### src/rtl/frame_sorter.sv
module frame_sorter #(
  parameter int HLEN_W = 8
) (
  input  logic              clk,
  input  logic              rst_n,
  input  logic              cfg_sort_mode,
  input  logic              cfg_split_en,
  input  logic [HLEN_W-1:0] cfg_hdr_len,
  input  logic              in_valid,
  input  logic              in_sof,
  input  logic              in_eof,
  input  logic [7:0]        in_data,
  input  logic              in_int_match,
  input  logic              in_ext_match,
  output logic              out_valid,
  output logic              out_sof,
  output logic              out_eof,
  output logic [7:0]        out_data,
  output logic [1:0]        out_chan
);

  localparam logic [1:0]        CH_MGMT = 2'd0;
  localparam logic [1:0]        CH_HDR  = 2'd1;
  localparam logic [1:0]        CH_INFO = 2'd2;
  localparam logic [HLEN_W-1:0] IDX_MAX = '1;
  localparam logic [HLEN_W-1:0] IDX_ONE = {{(HLEN_W-1){1'b0}}, 1'b1};

  logic              in_frame_q;
  logic              keep_q;
  logic              split_q;
  logic [1:0]        base_q;
  logic [HLEN_W-1:0] len_q;
  logic [HLEN_W-1:0] idx_q;

  wire fc_mgmt = (in_data[5:4] == 2'b00);
  wire new_keep = cfg_sort_mode ? (in_int_match | in_ext_match) : in_int_match;
  wire [1:0] new_base = (cfg_sort_mode && in_ext_match) ? CH_INFO
                      : (fc_mgmt ? CH_MGMT : CH_HDR);
  wire new_split = cfg_split_en && (new_base == CH_HDR);

  wire take = in_valid && (in_sof || in_frame_q);

  wire              cur_keep  = in_sof ? new_keep  : keep_q;
  wire              cur_split = in_sof ? new_split : split_q;
  wire [1:0]        cur_base  = in_sof ? new_base  : base_q;
  wire [HLEN_W-1:0] cur_len   = in_sof ? cfg_hdr_len : len_q;
  wire [HLEN_W-1:0] cur_idx   = in_sof ? '0 : idx_q;

  wire [HLEN_W-1:0] idx_next = (cur_idx == IDX_MAX) ? cur_idx : cur_idx + IDX_ONE;
  wire [1:0] byte_chan = cur_split ? ((cur_idx < cur_len) ? CH_HDR : CH_INFO) : cur_base;

  always_ff @(posedge clk) begin
    if (!rst_n) begin
      in_frame_q <= 1'b0;
      keep_q     <= 1'b0;
      split_q    <= 1'b0;
      base_q     <= CH_MGMT;
      len_q      <= '0;
      idx_q      <= '0;
    end else if (take) begin
      in_frame_q <= !in_eof;
      idx_q      <= idx_next;
      if (in_sof) begin
        keep_q  <= new_keep;
        split_q <= new_split;
        base_q  <= new_base;
        len_q   <= cfg_hdr_len;
      end
    end
  end

  always_ff @(posedge clk) begin
    if (!rst_n) begin
      out_valid <= 1'b0;
      out_sof   <= 1'b0;
      out_eof   <= 1'b0;
      out_data  <= '0;
      out_chan  <= CH_MGMT;
    end else begin
      out_valid <= take && cur_keep;
      out_sof   <= in_sof;
      out_eof   <= in_eof;
      out_data  <= in_data;
      out_chan  <= byte_chan;
    end
  end

  logic info_seen_q;
  always_ff @(posedge clk) begin
    if (!rst_n) info_seen_q <= 1'b0;
    else if (out_valid) info_seen_q <= (out_sof ? 1'b0 : info_seen_q) | (out_chan == CH_INFO);
  end


  latency_chk: assert property (@(posedge clk) disable iff (!rst_n)
    out_valid |-> ($past(in_valid) && out_data == $past(in_data)));


  marker_chk: assert property (@(posedge clk) disable iff (!rst_n)
    out_valid |-> (out_sof == $past(in_sof) && out_eof == $past(in_eof)));


  chan_range_chk: assert property (@(posedge clk) disable iff (!rst_n)
    out_valid |-> (out_chan != 2'd3));


  no_return_chk: assert property (@(posedge clk) disable iff (!rst_n)
    (out_valid && !out_sof && info_seen_q) |-> (out_chan == CH_INFO));


  idle_chk: assert property (@(posedge clk) disable iff (!rst_n)
    !in_valid |=> !out_valid);

endmodule

### config.mk
export PLATFORM = sky130hd
export DESIGN_NAME = frame_sorter
export DESIGN_NICKNAME = d
export VERILOG_FILES = /design/src/rtl/frame_sorter.sv
export SDC_FILE = /design/constraint.sdc
export NUM_CORES = 1
export LEC_CHECK = 0
export ABC_AREA = 1
export BUFFER_PORTS_ARGS = -buffer_cell sky130_fd_sc_hd__buf_2
export CORE_ASPECT_RATIO = 1.75
export CORE_MARGIN = 2
export CORE_UTILIZATION = 31
export CTS_BUF_LIST = sky130_fd_sc_hd__clkbuf_2 sky130_fd_sc_hd__clkbuf_4 sky130_fd_sc_hd__clkbuf_8
export DETAILED_ROUTE_END_ITERATION = 10
export PLACE_DENSITY = 0.61
export SLEW_MARGIN = 25
export SYNTH_ARGS = -nofsm -noshare
export SYNTH_HDL_FRONTEND = slang
export SYNTH_SLANG_ARGS = --single-unit
### constraint.sdc
create_clock -name clk -period 2.55 [get_ports clk]
set_clock_uncertainty 0.2 [all_clocks]
set_input_delay 0.3825 -clock clk [delete_from_list [all_inputs] [get_ports clk]]
set_output_delay 0.3825 -clock clk [all_outputs]
set_load 0.1 [all_outputs]
### Word level (Yosys, flattened, before mapping)

Cells that the tools add are included.

| storage, ports and cells | value |
|---|---|
| flip-flop bits (word level) | 34 |
| output and inout port bits | 13 |

| operators by class | value |
|---|---|
| mux-type cells | 11 |
| order comparisons | 1 |
| $add $sub $neg | 1 |
| bitwise logic cells | 1 |
| equality and inequality tests | 2 |
| reduce and logical (&&, ||, !) cells | 7 |

Operators with widths:

| cell | count |
|---|---|
| $mux 8 | 3 |
| $add 8x1->8 const B | 1 |
| $eq 8x8->1 const B | 1 |
| $lt 8x8->1 | 1 |
| $mux 2 | 4 |
| $logic_and 1x1->1 | 4 |
| $mux 1 | 4 |
| $eq 2x1->1 const B | 1 |
| $logic_not 2->1 | 1 |
| $logic_not 1->1 | 1 |
| $logic_or 1x1->1 | 1 |
| $or 1x1->1 | 1 |

### Logic depth before layout (Yosys ltp)

Gate-level depths: netlist (run 1).

| logic depth | value |
|---|---|
| depth after elaboration | 7 |
| gate-level depth with buffers | 12 |
| mapped depth without buffers | 11 |

### Least setup slack after synthesis (run 1)

OpenSTA, ideal clock, no wires.

| path | value |
|---|---|
| path kind | input -> register |
| start point | input port in_sof |
| end point | register out_chan[1] |
| setup time | 0.131 ns |
| stages | 10 |
| arrival time | 1.777 ns |
| path buffers | 2 |
| setup slack | 0.442 ns |
| path through | buf_6 > buf_2 > mux2i_1 > ha_1 > a21oi_1 > nor2_1 > a211oi_1 > nand2_1 > nand2_1 > a21oi_2 |

| between the ends | value |
|---|---|
| longest elaborated chain between the ends | 4 |
| elaborated cells between the ends (all ways) | 7 |

RTL lines:

| what | RTL line | RTL |
|---|---|---|
| start, declared | 10 | `input logic in_sof,` |
| $mux 8, on equally long branches | -- |  |
| $lt 8x8->1 | 50 | `wire [1:0] byte_chan = cur_split ? ((cur_idx < cur_len) ? CH_HDR : CH_INFO) : cur_base;` |
| $mux 2 | 50 |  |
| $mux 2 * | 50 |  |
| end signal, assigned | 84 | `out_chan <= byte_chan;` |
| end, declared | 19 | `output logic [1:0] out_chan` |

Every way passes the cells marked *; elsewhere a longest branch is shown, timed or not.
A chain may end at the register's enable or synchronous reset.

### Worst setup path after layout (run 1)

Same ends and word-level chain as after synthesis.

==> results of run 1 <==
[per-layer routing]
layer / share of wire [%] / wire, um
met1: 37 / 1370
met2: 56 / 2090
met3: 3.8 / 144
met4: 3.9 / 147
met5: 0 / 0
[worst register-to-register path, stage by stage, from the launching register on]
cell and delay [ps]:
dfxtp_1 340, inv_1 80, nor2_1 170, ha_1 210, nand3_1 150, nor2_2 160
nand3_2 140, nand2_2 120, inv_1 60, a21oi_1 130, nor2_1 50
[cell type report]
cell class / count / share of cell area [%]
timing repair buffer: 42 / 11.1
clock buffer: 6 / 4.11
clock inverter: 2 / 0.623
tap: 55 / 3.42
inverter: 35 / 6.79
multi-input combinational: 140 / 40.1
sequential: 34 / 33.9
[registers in the layout, summed over array words and instances, names as in the netlist]
name	count
len_q	8
out_chan	2
out_valid	1
out_sof	1
in_frame_q	1
out_data	8
split_q	1
base_q	2
keep_q	1
idx_q	8
out_eof	1
[Yosys cell counts]
master,instances
a211oi_1,2
a211oi_2,1
a21oi_1,21
a21oi_2,1
buf_2,1
buf_6,3
clkbuf_1,3
dfxtp_1,34
ha_1,7
inv_1,30
inv_2,4
inv_6,1
mux2i_1,6
nand2_1,46
nand2_2,2
nand2_4,2
nand3_1,4
nand3_2,1
nor2_1,12
nor2_2,5
nor3_1,3
nor3_2,1
nor3_4,1
o211ai_1,3
o21ai_0,14
o21ai_1,2
o21ai_4,1
o21bai_1,1
o221ai_1,1
xnor2_1,2
xor2_1,1
[through the flow]
stage / cells / hold slack [ps] / setup WS (ps) / total power, mW
finish: 314 / 68.8 / 528 / 1.23
global route: 314 / 67.2 / 396 / 1.29
CTS: 314 / 65.0 / 525 / 1.24
detailed placement: 306 / 258 / 223 / 0.820
global placement: 306 / 253 / 238 / 0.818
floorplan: 216 / 236 / 442 / 0.765
[power by group through the flow]
stage | Clock [mW] | Combinational, mW | Sequential [mW]
floorplan | 0 | 0.102 | 0.664
global placement | 0 | 0.234 | 0.584
detailed placement | 0 | 0.235 | 0.584
CTS | 0.434 | 0.236 | 0.572
global route | 0.456 | 0.256 | 0.576
finish | 0.422 | 0.234 | 0.572
[kinds of logic (layout without fill, tap and decap cells)]
| family | Yosys count | after routing | share of synthesized area [%] |
|---|---|---|---|
| DFF | 34 | 34 | 40.7 |
| buffers and inverters | 42 | 85 | 11.1 |
| xor gates and xnor gates | 3 | 3 | 1.57 |
| adders and majority gates | 7 | 7 | 5.24 |
| and+or+nand+nor | 77 | 77 | 21.2 |
| muxes | 6 | 6 | 3.59 |
| AOI/OAI and AO/OA | 47 | 47 | 16.5 |
[worst paths after layout]
path | start | to | slack [ps] | cells after the start
hold reg to reg | base_q[0] | base_q[0] | 270 | 2
hold / removal | in_data[6] | out_data[6] | 70 | 3
setup / recovery | in_sof | out_chan[1] | 530 | 12
setup reg to reg | idx_q[1] | idx_q[0] | 630 | 10
==> out/metrics.yaml, run 1 <==
outcome: "completed"
postSynthAreaPerCell_um2: 7.74
hp-class: "primary input to flop"
cell_internal_pwr_mw: 0.840
crit_fanout: 13
use_met1_pct: 12.2
tightest_slew_ps: 485
crit_type: "primary input to flop"
totalWireLength_um: 3760
fin_nets: 290
layout_commonest_cell: "nand2_1"
slowest_stage: "buf_2"
cts_resized: 0
drt_iter0_markers: 24
netlist_area_um2: 1670
cts.sinks: 34
p_comb_share_pct: 19.1
port-buffer-count: 37
num_vias: 1471
post-route-period-util_pct: 79.3
postCtsSetupRepairBufs: 0
worstPathRequired_ps: 2520
htreeDepth: 2
startpoint_type: "primary input"
drive_gt1_share_pct: 27.0
yosysUniqueCellTypes: 31
seqCellArea_um2: 681
max_cap_viol_count: 0
drc: 0
fillCellCount: 551
cp-end-kind: "flop"
synthToLayoutAreaGrowth_pct: 20.1
die_h_um: 101
grt_usage_pct: 13.6
wl_per_cell_um: 12.0
clk_latency_ps: 290
io_pins: 38
ir_worst_vdd_mv: 0.180
design_area_um2: 2010
switching_share_pct: 31.7
ys_warn_count: 0
gr-total-overflow: 0
viasPerCell: 4.68
setup_violations: 0
met2_usage_pct: 26.2
initial_utilization_pct: 31.8
rows: 35
cts_tree: "built"
grt_max_degree: 27
detail-route-antenna-nets: 0
core-area_um2: 5260
finalSetupTns_ps: 0
dp_hpwl_um: 2810
dieArea_um2: 6020
relSlewSlack_pct: 67.9
antenna_found_initial: 0
clock_path_buffers: 2
place_area_um2: 1910
diodes: 0
clk_pin_slew_ps: 70
grt_pass1_wl_um: 6040
power_frac_seq_pct: 46.6
max_freq_mhz: 495
leakagePower_nw: 1.01
yosysSeqAreaShare_pct: 40.7
powerDensity_nw_per_um2: 612
place.gp.congestion: 0.868
rsz0062_at_grt: "no"
cp.buffers_inverters: 4
critPathMaxStageDelay_ps: 290
period_needed_ps: 2020
switchingPower_mw: 0.390
cp.arrival_ps: 1990
yosys-top-cells-area: "dfxtp_1 (41%), nand2_1 (10%), inv_1 (6.7%)"
final_core_util_pct: 38.2
root_buffer: "clkbuf_8"
use_met3_pct: 2.43
crit_family: "buffers and inverters"
ys_seq_elements: 34
drt_pass1_iterations: 4
hold_violations: 0
yosysTopAreaCell: "dfxtp_1"
synth_fp_nets: 248
cts_inserted_buffers: 5
slew_violations: 0
syn-instance-count: 216
busiest_layer: "met2"
p_clk_share_pct: 34.4
holdBufCountCts: 0
dieWidth_um: 59.5
path_cells: "buf_2 -> buf_4 -> mux2i_1 -> ha_1 -> inv_1 -> o21bai_1 -> inv_1 -> nand2_1 -> nand2_1 -> nand2_1 -> nand2_1 -> a21oi_2"
yosysTopAreaCellShare_pct: 40.7
cpMostUsedCell: "nand2_1"
final_cell_mix: "nand2_1 (46), buf_2 (37), dfxtp_1 (34), inv_1 (30), a21oi_1 (21)"
grt_pass1_vias: 1397
multiInputGateArea_um2: 806
Power figures use the tool's default switching activity.
==> inputs of run 2 (changes only) <==
--- a/config.mk
+++ b/config.mk
@@ -5,7 +5,7 @@
 export SDC_FILE = /design/constraint.sdc
 export NUM_CORES = 1
 export LEC_CHECK = 0
-export ABC_AREA = 1
+export ABC_AREA = 0
 export BUFFER_PORTS_ARGS = -buffer_cell sky130_fd_sc_hd__buf_2
 export CORE_ASPECT_RATIO = 1.75
 export CORE_MARGIN = 2
==> constraint.sdc (replaced) <==
create_clock -name clk -period 2.1 [get_ports clk]
set_clock_uncertainty 0.2 [all_clocks]
set_input_delay 0.315 -clock clk [delete_from_list [all_inputs] [get_ports clk]]
set_output_delay 0.315 -clock clk [all_outputs]
set_load 0.1 [all_outputs]
==> out/metrics.yaml, run 2 <==
grt_max_degree: 31  # +15%
cp.arrival_ps: 1880  # -110 ps
final_core_util_pct: 39.4  # +1.2 points
grt_pass1_wl_um: 6290  # +4.0%
setup_violations: 0  # unchanged
synthToLayoutAreaGrowth_pct: 24.1
hp-class: "primary input to flop"
antenna_found_initial: 0  # unchanged
cts_resized: 0  # unchanged
post-route-period-util_pct: 90.5
outcome: "finished, violations left"
cts.sinks: 34  # unchanged
gr-total-overflow: 0  # unchanged
wl_per_cell_um: 13.8  # +15%
relSlewSlack_pct: 67.3  # -0.60 points
synth_fp_nets: 211  # -15%
powerDensity_nw_per_um2: 772  # +26%
seqCellArea_um2: 681  # unchanged
async_flop_share_pct: 0  # unchanged
holdBufCountCts: 0  # unchanged
yosys-top-cells-area: "dfxtp_1 (41%), mux2i_1 (5.5%), nand2_1 (5.5%)"
totalWireLength_um: 3840  # +2.1%
finalSetupTns_ps: 0  # unchanged
yosysSeqAreaShare_pct: 41.5  # +0.81 points
max_freq_mhz: 526
drt_iter0_markers: 18  # -25%
initial_utilization_pct: 31.7  # -0.090 points
layout_commonest_cell: "buf_2"
worstPathRequired_ps: 2080  # -440 ps
io_pins: 38  # unchanged
cts_inserted_buffers: 5  # unchanged
drc: 2  # +2
yosysUniqueCellTypes: 44  # +42%
rsz0062_at_grt: "no"
reg2reg_slack_ps: 200  # -430 ps
design_area_um2: 2040  # +1.3%
ir_worst_vdd_mv: 0.445  # +150%
grt_pass1_vias: 1359  # -2.7%
postSynthAreaPerCell_um2: 9.16  # +18%
syn-instance-count: 179  # -17%
diodes: 0  # unchanged
multiInputGateArea_um2: 898  # +11%
yosysTopAreaCellShare_pct: 41.5  # +0.81 points
fin_nets: 255  # -12%
root_buffer: "clkbuf_8"
yosysTopAreaCell: "dfxtp_1"
fillCellCount: 540  # -2.0%
ys_warn_count: 0  # unchanged
crit_type: "flop to flop"
postCtsSetupRepairBufs: 0  # unchanged
clk_pin_slew_ps: 70  # about the same
max_cap_viol_count: 0  # unchanged
netlist_area_um2: 1640  # -1.9%
dieWidth_um: 59.0  # -0.92%
period_needed_ps: 1900
port-buffer-count: 37  # unchanged
rows: 35  # unchanged
clk_latency_ps: 290  # about the same
viasPerCell: 5.03  # +7.4%
tightest_slew_ps: 494  # +9.03 ps
core-area_um2: 5170  # -1.7%
drt_pass1_iterations: 7  # +3
grt_usage_pct: 14.1  # +0.49 points
fin_ws_ps: 200  # -329 ps
drive_gt1_share_pct: 27.8  # +0.78 points
final_cell_mix: "buf_2 (37), dfxtp_1 (34), nand2_1 (24), and2_1 (10), buf_4 (10)"
yosysMostFrequentCell: "dfxtp_1"
startpoint_type: "flop"
hold_violations: 0  # unchanged
slew_violations: 0  # unchanged
crit_fanout: 5  # -8
detail-route-antenna-nets: 0  # unchanged
leakagePower_nw: 0.981  # -3.1%
cp-end-kind: "flop"
place_area_um2: 1920  # +0.46%
htreeDepth: 2  # unchanged
reg_top3: "idx_q (8), len_q (8), out_data (8)"
dieArea_um2: 5910  # -1.9%
ys.flop_type: "dfxtp_1"
dp_hpwl_um: 2970  # +5.9%
die_h_um: 100  # -0.94%
violations: "DRC"
num_vias: 1399  # -4.9%
clock_path_buffers: 2  # unchanged
dp_slack_ps: -26.4  # -250 ps
cts_tree: "built"
ys_seq_elements: 34  # unchanged
place.gp.congestion: 0.740  # -15%
synth-edff-count: 0  # unchanged
synth_common_cells: "dfxtp_1 (34), nand2_1 (24), and2_1 (10)"
## run 2: report_power, final
group	total (mW)	switching [mW]	internal [mW]
registers	0.690	0.0144	0.675
clock network	0.622	0.243	0.380
logic	0.260	0.181	0.0797
## run 2: layout make-up
| cell class | instances | area share (%) |
|---|---|---|
| Clock buffer | 6 | 4.06 |
| Sequential cell | 34 | 33.4 |
| Timing Repair Buffer | 47 | 12.8 |
| Multi-Input combinational cell | 131 | 44.1 |
| Clock inverter | 1 | 1.48 |
| Tap cell | 55 | 3.38 |
| Inverter | 4 | 0.738 |
## run 2: through the flow
stage,total power [mW],hold WS (ps),cells
finish,1.57,27.2,278
global route,1.64,27.1,278
CTS,1.58,27.2,278
detailed placement,0.968,243,271
global placement,0.965,241,271
floorplan,0.902,230,179
## run 2: metal layers
layer	track usage, %	up-vias	wire length (um)
met4	8.04	0	121
met2	25.0	25	2080
li1	-	728	-
met5	0	-	0
met1	14.8	637	1510
met3	2.71	9	134
## run 2: worst max-delay path, stage by stage (launching register included)
cell and delay (ps):
dfxtp_1 410, nor2b_1 230, ha_2 220, nand2_1 90, or3_4 350, nor3b_2 170, mux2i_1 110
## run 2: final timing paths
path                            startpoint     endpoint  cells past startpoint
worst min-delay path            in_data[0]  out_data[0]                      2
worst max-delay path              idx_q[0]     idx_q[5]                      6
worst max register to register    idx_q[0]     idx_q[5]                      6
worst min register to register    len_q[0]     len_q[0]                      2
## run 2: cells by family (layout without fill, tap and decap cells)
logic type               after synthesis  count (layout)  share of synthesized area [%]
AO/OA/AOI/OAI                         41              41                           18.9
XOR/XNOR                               1               1                          0.534
adder cells (fa/ha/maj)                7               7                           5.34
buffers and inverters                 14              58                           4.04
flip-flops                            34              34                           41.5
multiplexers                           9               9                           5.49
AND/OR/NAND/NOR                       73              73                           24.2
